===== src/rtl/card_clk_div.sv =====
module card_clk_div #(
  parameter int DIV_W = 4
) (
  input  logic       ref_clk,
  input  logic       rst_n,
  input  logic       run_en,
  input  logic [1:0] rate_sel,
  input  logic       stop_req,
  input  logic       stop_high,
  output logic       card_clk,
  output logic       rise_tick
);
  localparam int CNT_W = DIV_W - 1;
  localparam int ST_W  = 1 + CNT_W + DIV_W;

  function automatic logic [DIV_W-1:0] div_of(input logic [1:0] s);
    case (s)
      2'b00:   return DIV_W'(8);
      2'b01:   return DIV_W'(4);
      2'b11:   return DIV_W'(2);
      default: return DIV_W'(1);
    endcase
  endfunction

  // one half-period step: {level, halves left in phase, active divisor}
  function automatic logic [ST_W-1:0] half_step(
    input logic             l,
    input logic [CNT_W-1:0] r,
    input logic [DIV_W-1:0] a,
    input logic             en,
    input logic             stop,
    input logic             sl,
    input logic [DIV_W-1:0] req
  );
    logic [DIV_W-1:0] nd;
    nd = l ? a : req;
    if (!en)                 return {1'b0, CNT_W'(0), req};
    if (r != '0)             return {l, r - CNT_W'(1), a};
    if (stop && (l == sl))   return {l, r, a};
    return {~l, CNT_W'(nd - DIV_W'(1)), nd};
  endfunction

  logic             lvl_q, lo_q, hi_q, tick_q;
  logic [CNT_W-1:0] cnt_q;
  logic [DIV_W-1:0] act_q, want;
  logic [ST_W-1:0]  s1, s2;
  logic             e0, e1;

  assign want = div_of(rate_sel);

  always_comb begin
    s1 = half_step(lvl_q, cnt_q, act_q, run_en, stop_req, stop_high, want);
    s2 = half_step(s1[ST_W-1], s1[DIV_W +: CNT_W], s1[DIV_W-1:0],
                   run_en, stop_req, stop_high, want);
  end

  assign e0 = s1[ST_W-1];
  assign e1 = s2[ST_W-1];

  always_ff @(posedge ref_clk or negedge rst_n) begin
    if (!rst_n) begin
      lvl_q  <= 1'b0;
      cnt_q  <= '0;
      act_q  <= DIV_W'(8);
      lo_q   <= 1'b0;
      tick_q <= 1'b0;
    end else begin
      lo_q   <= e0;
      lvl_q  <= e1;
      cnt_q  <= s2[DIV_W +: CNT_W];
      act_q  <= s2[DIV_W-1:0];
      tick_q <= (~lvl_q & e0) | (~e0 & e1);
    end
  end

  always_ff @(negedge ref_clk or negedge rst_n) begin
    if (!rst_n) hi_q <= 1'b0;
    else        hi_q <= lvl_q;
  end

  assign card_clk  = ref_clk ? hi_q : lo_q;
  assign rise_tick = tick_q;
endmodule


===== config.mk =====
export PLATFORM = sky130hd
export DESIGN_NAME = card_clk_div
export DESIGN_NICKNAME = d
export VERILOG_FILES = /design/src/rtl/card_clk_div.sv
export SDC_FILE = /design/constraint.sdc
export NUM_CORES = 1
export LEC_CHECK = 0
export BUFFER_PORTS_ARGS = -buffer_cell sky130_fd_sc_hd__buf_4
export CORE_MARGIN = 1
export CORE_UTILIZATION = 50
export DETAILED_ROUTE_END_ITERATION = 10
export MAX_ROUTING_LAYER = met4
export PLACE_DENSITY = 0.76
export RECOVER_POWER = 25
export SLEW_MARGIN = 10
export SYNTH_ARGS = -nofsm -noshare
export SYNTH_HDL_FRONTEND = slang
export SYNTH_SLANG_ARGS = --single-unit

===== constraint.sdc =====
create_clock -name ref_clk -period 2.8 [get_ports ref_clk]
set_input_delay 0.56 -clock ref_clk [delete_from_list [all_inputs] [get_ports ref_clk]]
set_output_delay 0.56 -clock ref_clk [all_outputs]
set_load 0.005 [all_outputs]

# == After elaboration in Yosys (flattened, before gate mapping) ==
# Cells that the tools add are included.
# word_totals
reg_bits,11
n_memories,0
output_inout_bits,2
ramBits,0
mem_bits_ro,0
input_bits,7
word_cells,49
latch_bits,0
# classes
shift,0
mux,25
div_mod_pow,0
magnitude_cmp,0
mul,0
n_eq_ne,4
reduce_logical,5
n_bitwise,5
n_addsub,4
# op_table
cell,count
8-bit 2-to-1 mux,11
4-bit case mux with 3 select lines,1
3-bit by 1-bit subtractor with 3-bit output (second input constant),4
1-bit 2-to-1 mux,11
4-bit 2-to-1 mux,2
3-bit nonzero test,2
1-bit AND,2
1-bit == test,2
2-bit by 1-bit == test with 1-bit output (second input constant),1
2-bit == test (second input constant),1
1-bit logical AND,2
2-bit zero test,1
1-bit inverter,2
1-bit bitwise OR,1

# == Logic depth before layout (Yosys ltp) ==
# Gate-level depths: netlist (run 1).
# depth
ltp_word,18
ltp_mapped,13
depth_no_buf,12

==> impl_metrics.yaml, run 1 <==
die:
  die_area_um2: 2080
  initial_core_util_pct: 54.4
  num_rows: 15
  io_pins: 9
  fp.dieH_um: 45.6
  die_w_um: 45.6
  core_area_um2: 1750
critical_path:
  cp.required_ns: 2.24
  critPathMaxFanout: 1
  critical-path-top-delay-family: "flip-flops"
  critPathBufInv: 1
  critPathLaunchType: "flip-flop"
  critPathSlowestCell: "dfrtn_1"
  path_class: "flip-flop to output port"
  crit_chain: "mux2_4 > buf_6"
  end_kind: "output port"
  critical_path.max_stage_delay_ns: 0.33
  worstPathArrival_ns: 2.51
place:
  hpwl_mm: 1.78
  pre_cts_ws_ns: 0.00251
  portBuffers: 8
  place_area_um2: 1080
  gp_congestion: 0.978
grt:
  overflow: 0
  grt_pass1_wl_mm: 3.91
  grt_max_degree: 12
  grt_pass1_vias: 921
  track_usage_pct: 28.9
  antenna_found_initial: 0
layout:
  fin_area_um2: 1170
  fin_util_pct: 67.3
  nets: 142
  syn_to_final_growth_pct: 23.7
  drive_above_1_share_pct: 30.2
  mostFrequentLayoutCell: "buf_4"
  diodes: 0
  fillCellCount: 140
  final_cell_mix: "15 x buf_4, 10 x nor2_1, 9 x a21oi_1, 8 x nand2_1, 8 x dfrtp_1"
clocking:
  clk_latency_ns: 0.41
  clk_pin_slew_ns: 0.07
  cts_tree: "built"
  cts_setup_buffers: 0
timing:
  tightest_slew_ns: 0.614
  relSlewSlack_pct: 59.1
  final_max_slew_viol_count: 0
  hold_viol: 0
  setup_ws_ns: -0.274
  rsz0062_at_grt: "yes"
  skew_ns: 0.0162
  setup_viol: 1
status:
  outcome: "finished with violations"
  violations: "setup timing"
drt:
  drt_wl_total_mm: 2.41
  vias: 944
  ant_nets: 0
  first_pass_iters: 4
  drc: 0
  wl_per_cell_um: 15.6
  vias_per_cell: 6.13
  drt_iter0_drc: 42
pwr:
  power.density_nw_per_um2: 1150
  ir_worst_vdd_mv: 0.518
  p_leak_nw: 0.489
yosys:
  synth_edf_count: 0
  muxShareOfSynthArea_pct: 7.51
  synth_fa_ha_area_share_pct: 6.59
  synthesis.area_um2: 950
  ys_seq_elements: 10
  synth.distinct_cells: 49
  avgSynthCellArea_um2: 8.71
  synthCells: 109
  yosys_warnings: 0
  ys_seq_area_share_pct: 26.4
  synth_ff_type: "dfrtp_1"
  synth_top_family_by_area: "compound AO/OA/AOI/OAI gates"
  synthSimpleGateAreaFrac_pct: 23.3
  synth_compound_area_share_pct: 28.5
  synth_xor_area_share_pct: 2.64
  syn_nets: 121
  async_flop_share_pct: 100
run:
  cap_violations: 0
hold_path:
  hold_class: "primary input to flip-flop"
[worst reg2reg max path, delay by kind of cell, from the launching register on]
| family | cells | cell delay, ns |
|---|---|---|
| AOI/OAI and AO/OA | 4 | 0.75 |
| and+or+nand+nor | 3 | 0.42 |
| muxes | 1 | 0.31 |
| DFF | 1 | 0.49 |
| adders and majority gates | 2 | 0.58 |
[what timing repair did]
action                                  CTS  global route
resized for setup                         2             6
endpoints found under the setup margin    1             5
hold endpoints to repair                  9             0
hold buffers                              1             0
[stage by stage]
| stage | TNS, ns | hold slack [ns] | total power [mW] | std cells |
|---|---|---|---|---|
| global route | -0.319 | 0.423 | 1.47 | 154 |
| finish | -0.274 | 0.443 | 1.35 | 154 |
| CTS | -0.269 | 0.439 | 1.30 | 154 |
| global placement | 0 | 0.401 | 1.07 | 146 |
| detailed placement | 0 | 0.402 | 1.10 | 146 |
| floorplan | 0 | 0.264 | 0.870 | 109 |
[metal layers]
metal | vias up | global-route usage, % | share of wire [%]
met5 | - | - | 0
met4 | 0 | 20.0 | 2.0
met3 | 5 | 9.52 | 7.0
met1 | 444 | 33.5 | 42
li1 | 448 | - | -
met2 | 47 | 41.7 | 49
[power by group]
group | total [mW] | internal, mW | switching (mW)
clock network | 0.226 | 0.141 | 0.0853
logic | 0.858 | 0.382 | 0.475
registers | 0.266 | 0.208 | 0.0583
total | 1.35 | 0.731 | 0.619
[flip-flops by register name (all words and copies together), names as in the netlist]
name / cells
act_q: 3
cnt_q: 3
lo_q: 1
rise_tick: 1
lvl_q: 1
hi_q: 1
[kinds of logic (layout without fill, tap and decap cells)]
family	count (synthesis)	count (layout)
fa+ha+maj	5	5
mux	6	6
buf+inv	10	30
simple gates	40	40
xor+xnor	2	2
flops	10	10
compound gates	36	36
[path summary, 6_finish.rpt]
check / start / to / slack [ns] / depth (start not counted)
max: hi_q / card_clk / -0.27 / 2
max in group asynchronous: rst_n / hi_q / 0.42 / 2
min reg2reg: act_q[0] / act_q[0] / 0.55 / 1
min in group asynchronous: rst_n / lo_q / 0.68 / 2
min: run_en / lvl_q / 0.44 / 2
max reg2reg: lvl_q / act_q[2] / 0.16 / 10
[cells in the mapped netlist (4+ instances only)]
library cell / n / share of area [%]
nor2_1: 10 / 4.0
a21oi_1: 9 / 4.7
nand2_1: 8 / 3.2
dfrtp_1: 9 / 24
nor2b_1: 4 / 2.6
nor3_1: 4 / 2.1
ha_1: 5 / 6.6
o21ai_0: 5 / 2.6
[final cells by class]
| cell class | instances | area, µm² | share of cell area, % |
|---|---|---|---|
| tap | 25 | 31.3 | 2.66 |
| inverter | 5 | 18.8 | 1.60 |
| sequential | 10 | 251 | 21.4 |
| clock buffer | 8 | 60.1 | 5.11 |
| multi-input combinational | 89 | 687 | 58.5 |
| timing repair buffer | 17 | 126 | 10.8 |
(Power assumes the default switching activity.)
==> run 2: changes to the inputs <==
--- a/config.mk
+++ b/config.mk
@@ -7,10 +7,10 @@
 export LEC_CHECK = 0
 export BUFFER_PORTS_ARGS = -buffer_cell sky130_fd_sc_hd__buf_4
 export CORE_MARGIN = 1
-export CORE_UTILIZATION = 50
+export CORE_UTILIZATION = 45
 export DETAILED_ROUTE_END_ITERATION = 10
 export MAX_ROUTING_LAYER = met4
-export PLACE_DENSITY = 0.76
+export PLACE_DENSITY = 0.67
 export RECOVER_POWER = 25
 export SLEW_MARGIN = 10
 export SYNTH_ARGS = -nofsm -noshare
==> constraint.sdc (replaced) <==
create_clock -name ref_clk -period 3.3 [get_ports ref_clk]
set_input_delay 0.66 -clock ref_clk [delete_from_list [all_inputs] [get_ports ref_clk]]
set_output_delay 0.66 -clock ref_clk [all_outputs]
set_load 0.005 [all_outputs]
==> impl_metrics.yaml, run 2 (synthesis results as in run 1) <==
hold_path:
  hold_class: "primary input to asynchronous set/reset pin"
layout:
  drive_above_1_share_pct: 24.4
  fillCellCount: 177
  syn_to_final_growth_pct: 16.5
  fin_util_pct: 55.8
  diodes: 0
  multi_input_area_um2: 654
  fin_area_um2: 1110
  regArea_um2: 250
  final_cell_mix: "10 x nor2_1, 10 x buf_4, 9 x a21oi_1, 9 x dfrtp_1, 8 x nand2_1"
  final_cells: 150
  reg_top3: "act_q: 3 flops, cnt_q: 3 flops"
  nets: 136
grt:
  grt_pass1_wl_mm: 3.39
  grt_use_met3_pct: 6.79
  overflow: 0
  grt-busiest-layer: "met2"
  met2_usage_pct: 33.0
  track_usage_pct: 23.8
  antenna_found_initial: 0
  grt_max_degree: 16
  grt_use_met1_pct: 28.0
  grt_pass1_vias: 779
drt:
  first_pass_iters: 4
  ant_nets: 0
  vias_per_cell: 5.93
  vias: 890
  drt_wl_total_mm: 2.24
  drt_iter0_drc: 35
  drc: 0
  wl_per_cell_um: 14.9
place:
  place_area_um2: 1040
  placed_cells: 143
  portBuffers: 8
  gp_congestion: 0.893
  hpwl_mm: 1.69
critical_path:
  cp.required_ns: 2.64
  critPathLaunchType: "flip-flop"
  path_class: "flip-flop to output port"
  critPathMaxFanout: 1
  worstPathArrival_ns: 2.77
  end_kind: "output port"
die:
  num_rows: 16
  core_area_um2: 1980
  die_area_um2: 2300
  fp.dieH_um: 47.9
  die_w_um: 47.9
  io_pins: 9
  initial_core_util_pct: 47.9
timing:
  hold_ws_ns: 0.234
  setup_viol: 1
  setup_tns_ns: -0.132
  final_max_slew_viol_count: 0
  rsz0062_at_grt: "yes"
  hold_viol: 0
  setup_ws_ns: -0.132
  tightest_slew_ns: 0.604
  relSlewSlack_pct: 59.7
  skew_ns: 0.0133
clocking:
  cts_setup_buffers: 0
  clk_pin_slew_ns: 0.07
  cts_hold_buf: 0
  cts_resized: 2
  cts_tree: "built"
  clk_latency_ns: 0.41
pwr:
  p_leak_nw: 0.465
  power.density_nw_per_um2: 980
  ir_worst_vdd_mv: 0.456
status:
  violations: "setup timing"
  outcome: "finished with violations"
run:
  cap_violations: 0
[run 2: metrics by stage]
stage	power (mW)	setup slack [ns]
floorplan	0.731	0.385
global placement	0.873	0.252
detailed placement	0.892	0.0868
CTS	1.09	-0.142
global route	1.18	-0.172
finish	1.08	-0.132
[run 2: final cells by class]
type                       count  area share, %
clock buffer                   8           6.33
timing repair buffer          11           7.13
sequential                    10           22.6
multi-input combinational     89           59.2
inverter                       5           1.70
tap                           27           3.05
[run 2: layer usage]
| layer | share of wire [%] | routed length [µm] | up-vias |
|---|---|---|---|
| met5 | 0 | 0 | - |
| met3 | 4.8 | 107 | 11 |
| met2 | 46 | 1020 | 31 |
| li1 | - | - | 438 |
| met1 | 45 | 1020 | 410 |
| met4 | 4.1 | 91 | 0 |
[run 2: worst max-delay path, stage by stage, from the launching register on]
cell and delay [ns]:
dfrtn_1 0.33, mux2_4 0.26, buf_6 0.11
[run 2: power breakdown]
part | internal (mW) | total [mW] | switching [mW] | leakage, nW
logic | 0.277 | 0.658 | 0.381 | 0.286
clock network | 0.140 | 0.214 | 0.0739 | 0.0490
registers | 0.175 | 0.213 | 0.0379 | 0.129
[run 2: final timing paths]
| check | start | slack (ns) | endpoint | depth (start not counted) |
|---|---|---|---|---|
| setup / recovery | hi_q | -0.13 | card_clk | 2 |
| hold / removal | rst_n | 0.23 | cnt_q[0] | 1 |
| setup reg to reg | lvl_q | 0.41 | act_q[2] | 10 |
| hold reg to reg | act_q[0] | 0.54 | act_q[0] | 1 |
| max in group asynchronous | rst_n | 1.12 | hi_q | 1 |
| min in group ref_clk | act_q[0] | 0.54 | act_q[0] | 1 |
